$ cat src/rtl/pwm_cfg_pkg.sv
package pwm_cfg_pkg;
  localparam int unsigned NUM_REGS = 4;
  localparam int unsigned IDX_W    = 2;

  typedef enum logic [IDX_W-1:0] {
    REG_PERIOD = 2'd0,
    REG_PULSE  = 2'd1,
    REG_SIZE   = 2'd2,
    REG_ENABLE = 2'd3
  } reg_idx_e;
endpackage

$ cat src/rtl/apb_addr_dec.sv
module apb_addr_dec #(
  parameter int unsigned ADDR_W = 8,
  parameter int unsigned IDX_W  = 2
) (
  input  logic [ADDR_W-1:0] addr_i,
  output logic              hit_o,
  output logic [IDX_W-1:0]  idx_o
);
  localparam int unsigned TOP_LSB = IDX_W + 2;

  logic upper_zero;

  generate
    if (ADDR_W > TOP_LSB) begin : g_upper
      assign upper_zero = (addr_i[ADDR_W-1:TOP_LSB] == '0);
    end else begin : g_no_upper
      assign upper_zero = 1'b1;
    end
  endgenerate

  // word aligned, inside the register window
  assign hit_o = upper_zero && (addr_i[1:0] == 2'b00);
  assign idx_o = addr_i[TOP_LSB-1:2];
endmodule

$ cat src/rtl/cfg_field.sv
module cfg_field #(
  parameter int unsigned W      = 8,
  parameter int unsigned DATA_W = 32
) (
  input  logic              clk_i,
  input  logic              rst_ni,
  input  logic              we_i,
  input  logic [W-1:0]      d_i,
  output logic [W-1:0]      q_o,
  output logic [DATA_W-1:0] word_o
);
  always_ff @(posedge clk_i or negedge rst_ni) begin
    if (!rst_ni)   q_o <= '0;
    else if (we_i) q_o <= d_i;
  end

  generate
    if (W < DATA_W) begin : g_pad
      assign word_o = {{(DATA_W-W){1'b0}}, q_o};
    end else begin : g_full
      assign word_o = q_o;
    end
  endgenerate
endmodule

$ cat src/rtl/apb_rd_mux.sv
module apb_rd_mux #(
  parameter int unsigned DATA_W = 32,
  parameter int unsigned N      = 4,
  parameter int unsigned IDX_W  = 2
) (
  input  logic [N-1:0][DATA_W-1:0] words_i,
  input  logic [IDX_W-1:0]         sel_i,
  input  logic                     en_i,
  output logic [DATA_W-1:0]        rdata_o
);
  always_comb begin
    rdata_o = '0;
    for (int i = 0; i < N; i++) begin
      if (en_i && (sel_i == IDX_W'(i))) rdata_o = words_i[i];
    end
  end
endmodule

$ cat src/rtl/pwm_cfg_regs.sv
module pwm_cfg_regs
  import pwm_cfg_pkg::*;
#(
  parameter int unsigned ADDR_W   = 8,
  parameter int unsigned DATA_W   = 32,
  parameter int unsigned PERIOD_W = 32,
  parameter int unsigned PULSE_W  = 32,
  parameter int unsigned SIZE_W   = 8
) (
  input  logic                clk_i,
  input  logic                rst_ni,
  input  logic [ADDR_W-1:0]   paddr_i,
  input  logic                psel_i,
  input  logic                penable_i,
  input  logic                pwrite_i,
  input  logic [DATA_W-1:0]   pwdata_i,
  output logic                pready_o,
  output logic [DATA_W-1:0]   prdata_o,
  output logic                pslverr_o,
  output logic [PERIOD_W-1:0] period_o,
  output logic [PULSE_W-1:0]  pulse_o,
  output logic [SIZE_W-1:0]   size_o,
  output logic                enable_o
);
  logic                            access, hit;
  logic [IDX_W-1:0]                idx;
  logic [NUM_REGS-1:0]             we;
  logic [NUM_REGS-1:0][DATA_W-1:0] words;

  assign access = psel_i && penable_i;

  apb_addr_dec #(.ADDR_W(ADDR_W), .IDX_W(IDX_W)) u_dec (
    .addr_i (paddr_i),
    .hit_o  (hit),
    .idx_o  (idx)
  );

  always_comb begin
    for (int i = 0; i < NUM_REGS; i++)
      we[i] = access && pwrite_i && hit && (idx == IDX_W'(i));
  end

  cfg_field #(.W(PERIOD_W), .DATA_W(DATA_W)) u_period (
    .clk_i, .rst_ni, .we_i(we[REG_PERIOD]), .d_i(pwdata_i[PERIOD_W-1:0]),
    .q_o(period_o), .word_o(words[REG_PERIOD])
  );

  cfg_field #(.W(PULSE_W), .DATA_W(DATA_W)) u_pulse (
    .clk_i, .rst_ni, .we_i(we[REG_PULSE]), .d_i(pwdata_i[PULSE_W-1:0]),
    .q_o(pulse_o), .word_o(words[REG_PULSE])
  );

  cfg_field #(.W(SIZE_W), .DATA_W(DATA_W)) u_size (
    .clk_i, .rst_ni, .we_i(we[REG_SIZE]), .d_i(pwdata_i[SIZE_W-1:0]),
    .q_o(size_o), .word_o(words[REG_SIZE])
  );

  cfg_field #(.W(1), .DATA_W(DATA_W)) u_enable (
    .clk_i, .rst_ni, .we_i(we[REG_ENABLE]), .d_i(pwdata_i[0]),
    .q_o(enable_o), .word_o(words[REG_ENABLE])
  );

  apb_rd_mux #(.DATA_W(DATA_W), .N(NUM_REGS), .IDX_W(IDX_W)) u_rd (
    .words_i (words),
    .sel_i   (idx),
    .en_i    (access && !pwrite_i && hit),
    .rdata_o (prdata_o)
  );

  // zero wait states; error only for unmapped access
  assign pready_o  = access;
  assign pslverr_o = access && !hit;
endmodule

$ cat config.mk
export PLATFORM = sky130hd
export DESIGN_NAME = pwm_cfg_regs
export DESIGN_NICKNAME = d
export VERILOG_FILES = /design/src/rtl/pwm_cfg_pkg.sv /design/src/rtl/apb_addr_dec.sv /design/src/rtl/cfg_field.sv /design/src/rtl/apb_rd_mux.sv /design/src/rtl/pwm_cfg_regs.sv
export SDC_FILE = /design/constraint.sdc
export NUM_CORES = 1
export LEC_CHECK = 0
export CAP_MARGIN = 20
export CORE_MARGIN = 5
export CORE_UTILIZATION = 38
export DETAILED_ROUTE_END_ITERATION = 10
export GPL_TIMING_DRIVEN = 0
export MAX_ROUTING_LAYER = met4
export PLACE_DENSITY = 0.77
export REMOVE_ABC_BUFFERS = 1
export SLEW_MARGIN = 20
export SYNTH_ARGS = -nofsm -noshare
export SYNTH_HDL_FRONTEND = slang
export SYNTH_SLANG_ARGS = --single-unit
$ cat constraint.sdc
create_clock -name clk_i -period 2.4 [get_ports clk_i]
set_input_delay 0.72 -clock clk_i [delete_from_list [all_inputs] [get_ports clk_i]]
set_output_delay 0.72 -clock clk_i [all_outputs]
set_load 0.01 [all_outputs]
# Yosys cells after proc, flatten, opt, wreduce, memory -nomap -nowiden
# Index checks and enable logic that the tools add are counted.
[word_totals] register_bits=73 inputBits=45 output_inout_bits=107
[classes] n_eq_ne=3 n_mux=4 n_reduce_logical=20
[op_table] operator="$mux 32" n=4
[op_table] operator="$logic_and 1x1->1" n=15
[op_table] operator="$eq 2x2->1 const B" n=2
[op_table] operator="$logic_not 2->1" n=2
[op_table] operator="$logic_not 4->1" n=1
[op_table] operator="$eq 2x1->1 const B" n=1
[op_table] operator="$logic_not 1->1" n=2

# Logic depth before layout (Yosys ltp)
[logic_depth] depth_word=8 depth_mapped=5 depth_no_buf=3

# Cells and area by module
# Synthesis repeated with hierarchy kept, for this count alone.
[hier_totals] hier_cells=410 hier_area_um2=5158.7
[by_module_without_submodules] module="cfg_field (u_period ...)" instances=2 cells_each=100 area_each_um2=1585.3 seq_area_each_um2=800.8
[by_module_without_submodules] module="apb_rd_mux" instances=1 cells_each=111 area_each_um2=1022.2 seq_area_each_um2=0.0
[by_module_without_submodules] module="cfg_field (u_size)" instances=1 cells_each=50 area_each_um2=575.6 seq_area_each_um2=200.2
[by_module_without_submodules] module="cfg_field (u_enable)" instances=1 cells_each=35 area_each_um2=284.0 seq_area_each_um2=25.0
[by_module_without_submodules] module="pwm_cfg_regs" instances=1 cells_each=10 area_each_um2=73.8 seq_area_each_um2=0.0
[by_module_without_submodules] module="apb_addr_dec" instances=1 cells_each=4 area_each_um2=32.5 seq_area_each_um2=0.0

# Worst setup path after synthesis
# OpenSTA, ideal clock, no wires.
[synth_timing] path_type="input -> output" startpoint="input paddr_i[5]" endpoint="output prdata_o[21]" t_arrival_ps=1905 setup_slack_ps=-225 cell_stages=4 path_cell_list="nor4_4 > nand3_1 > clkbuf_1 > nor2_1"
[synth_between] elab_chain_len=8 elab_cells_between_ends=11
[synth_lines] item="start, declared" line="pwm_cfg_regs.sv:12" source="input logic [ADDR_W-1:0] paddr_i,"
[synth_lines] item="$logic_not 4->1 (*)" line="apb_addr_dec.sv:15" source="assign upper_zero = (addr_i[ADDR_W-1:TOP_LSB] == '0);"
[synth_lines] item="$logic_and 1x1->1 (*)" line="apb_addr_dec.sv:22" source="assign hit_o = upper_zero && (addr_i[1:0] == 2'b00);"
[synth_lines] item="$logic_and 1x1->1 (*)" line="pwm_cfg_regs.sv:66" source=".en_i (access && !pwrite_i && hit),"
[synth_lines] item="$logic_and 1x1->1" line="apb_rd_mux.sv:14" source="if (en_i && (sel_i == IDX_W'(i))) rdata_o = words_i[i];"
[synth_lines] item="$mux 32 (3 in a row)" line="apb_rd_mux.sv:14"
[synth_lines] item="$mux 32 (*)" line="apb_rd_mux.sv:14"
[synth_lines] item="end, declared" line="pwm_cfg_regs.sv:18" source="output logic [DATA_W-1:0] prdata_o,"
# Every way passes the cells marked *; elsewhere a longest branch is shown, timed or not.

# Worst setup path in the final report
[layout_timing] startpoint="input psel_i" endpoint="output prdata_o[28]"
[layout_between] elab_chain_len=8 elab_cells_between_ends=11
[layout_lines] item="start, declared" line="pwm_cfg_regs.sv:13" source="input logic psel_i,"
[layout_lines] item="$logic_and 1x1->1 (*)" line="pwm_cfg_regs.sv:30" source="assign access = psel_i && penable_i;"
[layout_lines] item="$logic_and 1x1->1 (*) (2 in a row)" line="pwm_cfg_regs.sv:66"
[layout_lines] item="$logic_and 1x1->1" line="apb_rd_mux.sv:14"
[layout_lines] item="$mux 32 (3 in a row)" line="apb_rd_mux.sv:14"
[layout_lines] item="$mux 32 (*)" line="apb_rd_mux.sv:14"
# Marked as above.

==> impl_metrics.ini <==
[run_status]
status = complete, but fails checks
failed_checks = negative setup slack

[logic_synthesis]
netlist_area_um2 = 3460
synth_edf_count = 0
synth-seq-area-share_pct = 52.9
avgSynthCellArea_um2 = 13.7
yosysWarnings = 0
synth_ff_type = dfrtp_1
ys_seq_elements = 73
syn_inst = 252
yosysUniqueCellTypes = 24
synthArstFlopShare_pct = 100

[floorplanning]
initial_core_util_pct = 39.2
io_pins = 152
dieArea_um2 = 11100
die_h_um = 105
core_area_um2 = 8810
die_w_um = 105
row_count = 34

[layout]
drive_gt1_share_pct = 48.5
final_cells = 555
area_delta_synth_final_pct = 67.7
n_fill_cell = 656
final_util_pct = 65.8
finalNetCount = 488
final_cell_area_um2 = 5790
diodes = 0

[setup_path]
critPathCaptureType = output port
worst_path_max_delay_cell = and3b_2
start_kind = input pin
critPathMostFrequentCell = buf_12
crit_fanout = 4
worst_path_largest_cell_delay_ns = 0.24
required_ns = 1.68
crit_chain = clkdlybuf4s15_2, and3b_2, buf_12, nand3_4, buf_12, buf_6, nor2_2, buf_2
path_buf_inv = 5
worstSetupPathType = in -> out
cp_data_arrival_time_ns = 1.85
cp_top_family = buffers and inverters

[timing]
holdWs_ns = 0.334
tns_ns = -3.58
final-hold-violation-count = 0
timing.fmax_ghz = 0.389
period_needed_ns = 2.57
skew_ns = 0
fin_crit_sh_pct = 107
relSlewSlack_pct = 63.5
rsz0062_at_grt = true
setup_viol_count_final = 31
tightest_slew_ns = 0.547
timing.final.ws_setup_ns = -0.171
slew_viol_final = 0

[power]
ir_drop_mv = 0.343
power_leakage_nw = 2.70
finalPower_mw = 2.58
swShare_pct = 22.1
power_switching_mw = 0.569
power_density_nw_per_um2 = 445
power.internal_mw = 2.01
combPwrFrac_pct = 10.4
pwr-share-seq_pct = 49.0
power.share.clock_pct = 40.6

[placed_design]
pre_cts_slack_ns = -2.04
gp_congestion = 0.756
dpl_cell_area_um2 = 5040
hpwl_um = 6410
port_buffers = 151
post-place-cells = 500

[grt]
grt_pass1_vias = 3083
grt_overflow_total = 0
grt_pass1_wl_um = 16400
antenna_found_initial = 0
grt_usage_pct = 19.0
grt_max_degree = 38

[drt]
drt_first_pass_iters = 4
vias = 2756
viasPerCell = 4.97
ant_nets = 0
wl_per_cell_um = 18.0
wl_um = 10000
drt_iter0_drc = 40
drc = 0

[clock_tree]
cts_root_buffer = clkbuf_8
cts_tree = built
clkTransAtPathRegs_ns = 0.09
cts_buffers = 9
cts_htree_levels = 3
cts.sinks = 73
clock_path_buffers = 2
clock_latency_ns = 0.33

[run]
maxCapViolCount = 0

[worst_hold_path]
min_path_type = in -> async
==> power groups by stage <==
stage / clock (mW) / combinational (mW) / sequential, mW
6_report: 1.05 / 0.268 / 1.26
5_1_grt: 1.13 / 0.289 / 1.27
4_1_cts: 1.07 / 0.269 / 1.26
3_5_place_dp: 0 / 0.236 / 1.29
3_3_place_gp: 0 / 0.227 / 1.29
2_1_floorplan: 0 / 0.0460 / 1.29
==> Yosys cell counts (2+ instances only) <==
cell type | instances | area [um2]
a21oi_1 | 7 | 35.0
buf_2 | 5 | 25.0
buf_6 | 6 | 67.6
clkbuf_1 | 2 | 7.51
dfrtp_1 | 73 | 1830
mux2_2 | 66 | 743
mux2_4 | 7 | 105
mux2i_1 | 31 | 310
nand2_1 | 7 | 26.3
nand3_1 | 2 | 10.0
nand3_4 | 2 | 35.0
nor2_1 | 25 | 93.8
nor2b_1 | 2 | 12.5
or2_2 | 7 | 43.8
==> cells by family after synthesis <==
kind of cell           share of synthesized area, %
buffers and inverters                          2.90
and+or+nand+nor                                8.83
AOI/OAI and AO/OA                              1.23
DFF                                            52.9
muxes                                          34.2
==> what timing repair did <==
action / CTS / global route
setup endpoints to repair: 98 / 40
pin swaps: 32 / 7
hold buffers: 0 / 0
buffers inserted: 36 / 2
gates cloned: 3 / 0
resized for setup: 220 / 34
==> cell usage in the layout (no fill, tap or decap), drive strengths merged <==
| cell | count |
|---|---|
| clkinv | 1 |
| nor2b | 2 |
| mux2 | 73 |
| dfrtp | 73 |
| a21boi | 1 |
| nand2 | 7 |
| bufinv | 2 |
| mux2i | 31 |
| clkbuf | 11 |
| clkinvlp | 2 |
| a21oi | 7 |
| nor4 | 1 |
| nor2 | 25 |
| buf | 81 |
| and4 | 1 |
| mux4 | 1 |
| nand3 | 7 |
| clkdlybuf4s50 | 106 |
| or2 | 7 |
| nand4 | 2 |
| and2 | 1 |
| and4b | 1 |
| and3b | 1 |
| nor3 | 1 |
| clkdlybuf4s15 | 2 |
==> flip-flops by register name, indices dropped and copies added (netlist names) <==
register,cells
u_period.q_o,32
u_size.q_o,8
u_pulse.q_o,32
u_enable.q_o,1
==> final timing paths <==
path | slack (ns) | to | depth (start not counted) | start
worst max-delay path | -0.17 | prdata_o[28] | 8 | psel_i
worst min-delay path | 0.33 | u_pulse.q_o[7] | 1 | rst_ni
worst max register to register | 1.60 | u_period.q_o[10] | 1 | u_period.q_o[10]
worst min register to register | 0.54 | u_period.q_o[4] | 1 | u_period.q_o[4]
max in group asynchronous | 1.49 | u_period.q_o[21] | 2 | rst_ni
min in group clk_i | 0.54 | u_period.q_o[4] | 1 | u_period.q_o[4]
==> cell type report <==
type / instances / area [um2] / share of cell area (%)
repair buffers: 190 / 1870 / 32.2
flip-flops and latches: 73 / 1830 / 31.5
multi-input cells: 169 / 1750 / 30.2
clock buffers: 10 / 138 / 2.38
well taps: 108 / 135 / 2.33
clock inverters: 5 / 80.1 / 1.38
==> metal layers <==
layer | part of all wire (%) | global-route usage, % | up-vias
met1 | 44 | 23.6 | 1370
met4 | 0.75 | 4.78 | 0
met5 | 0 | - | -
met3 | 4.9 | 3.36 | 9
met2 | 50 | 32.1 | 92
li1 | - | - | 1285
No activity file was read; power rests on OpenSTA's default activity.
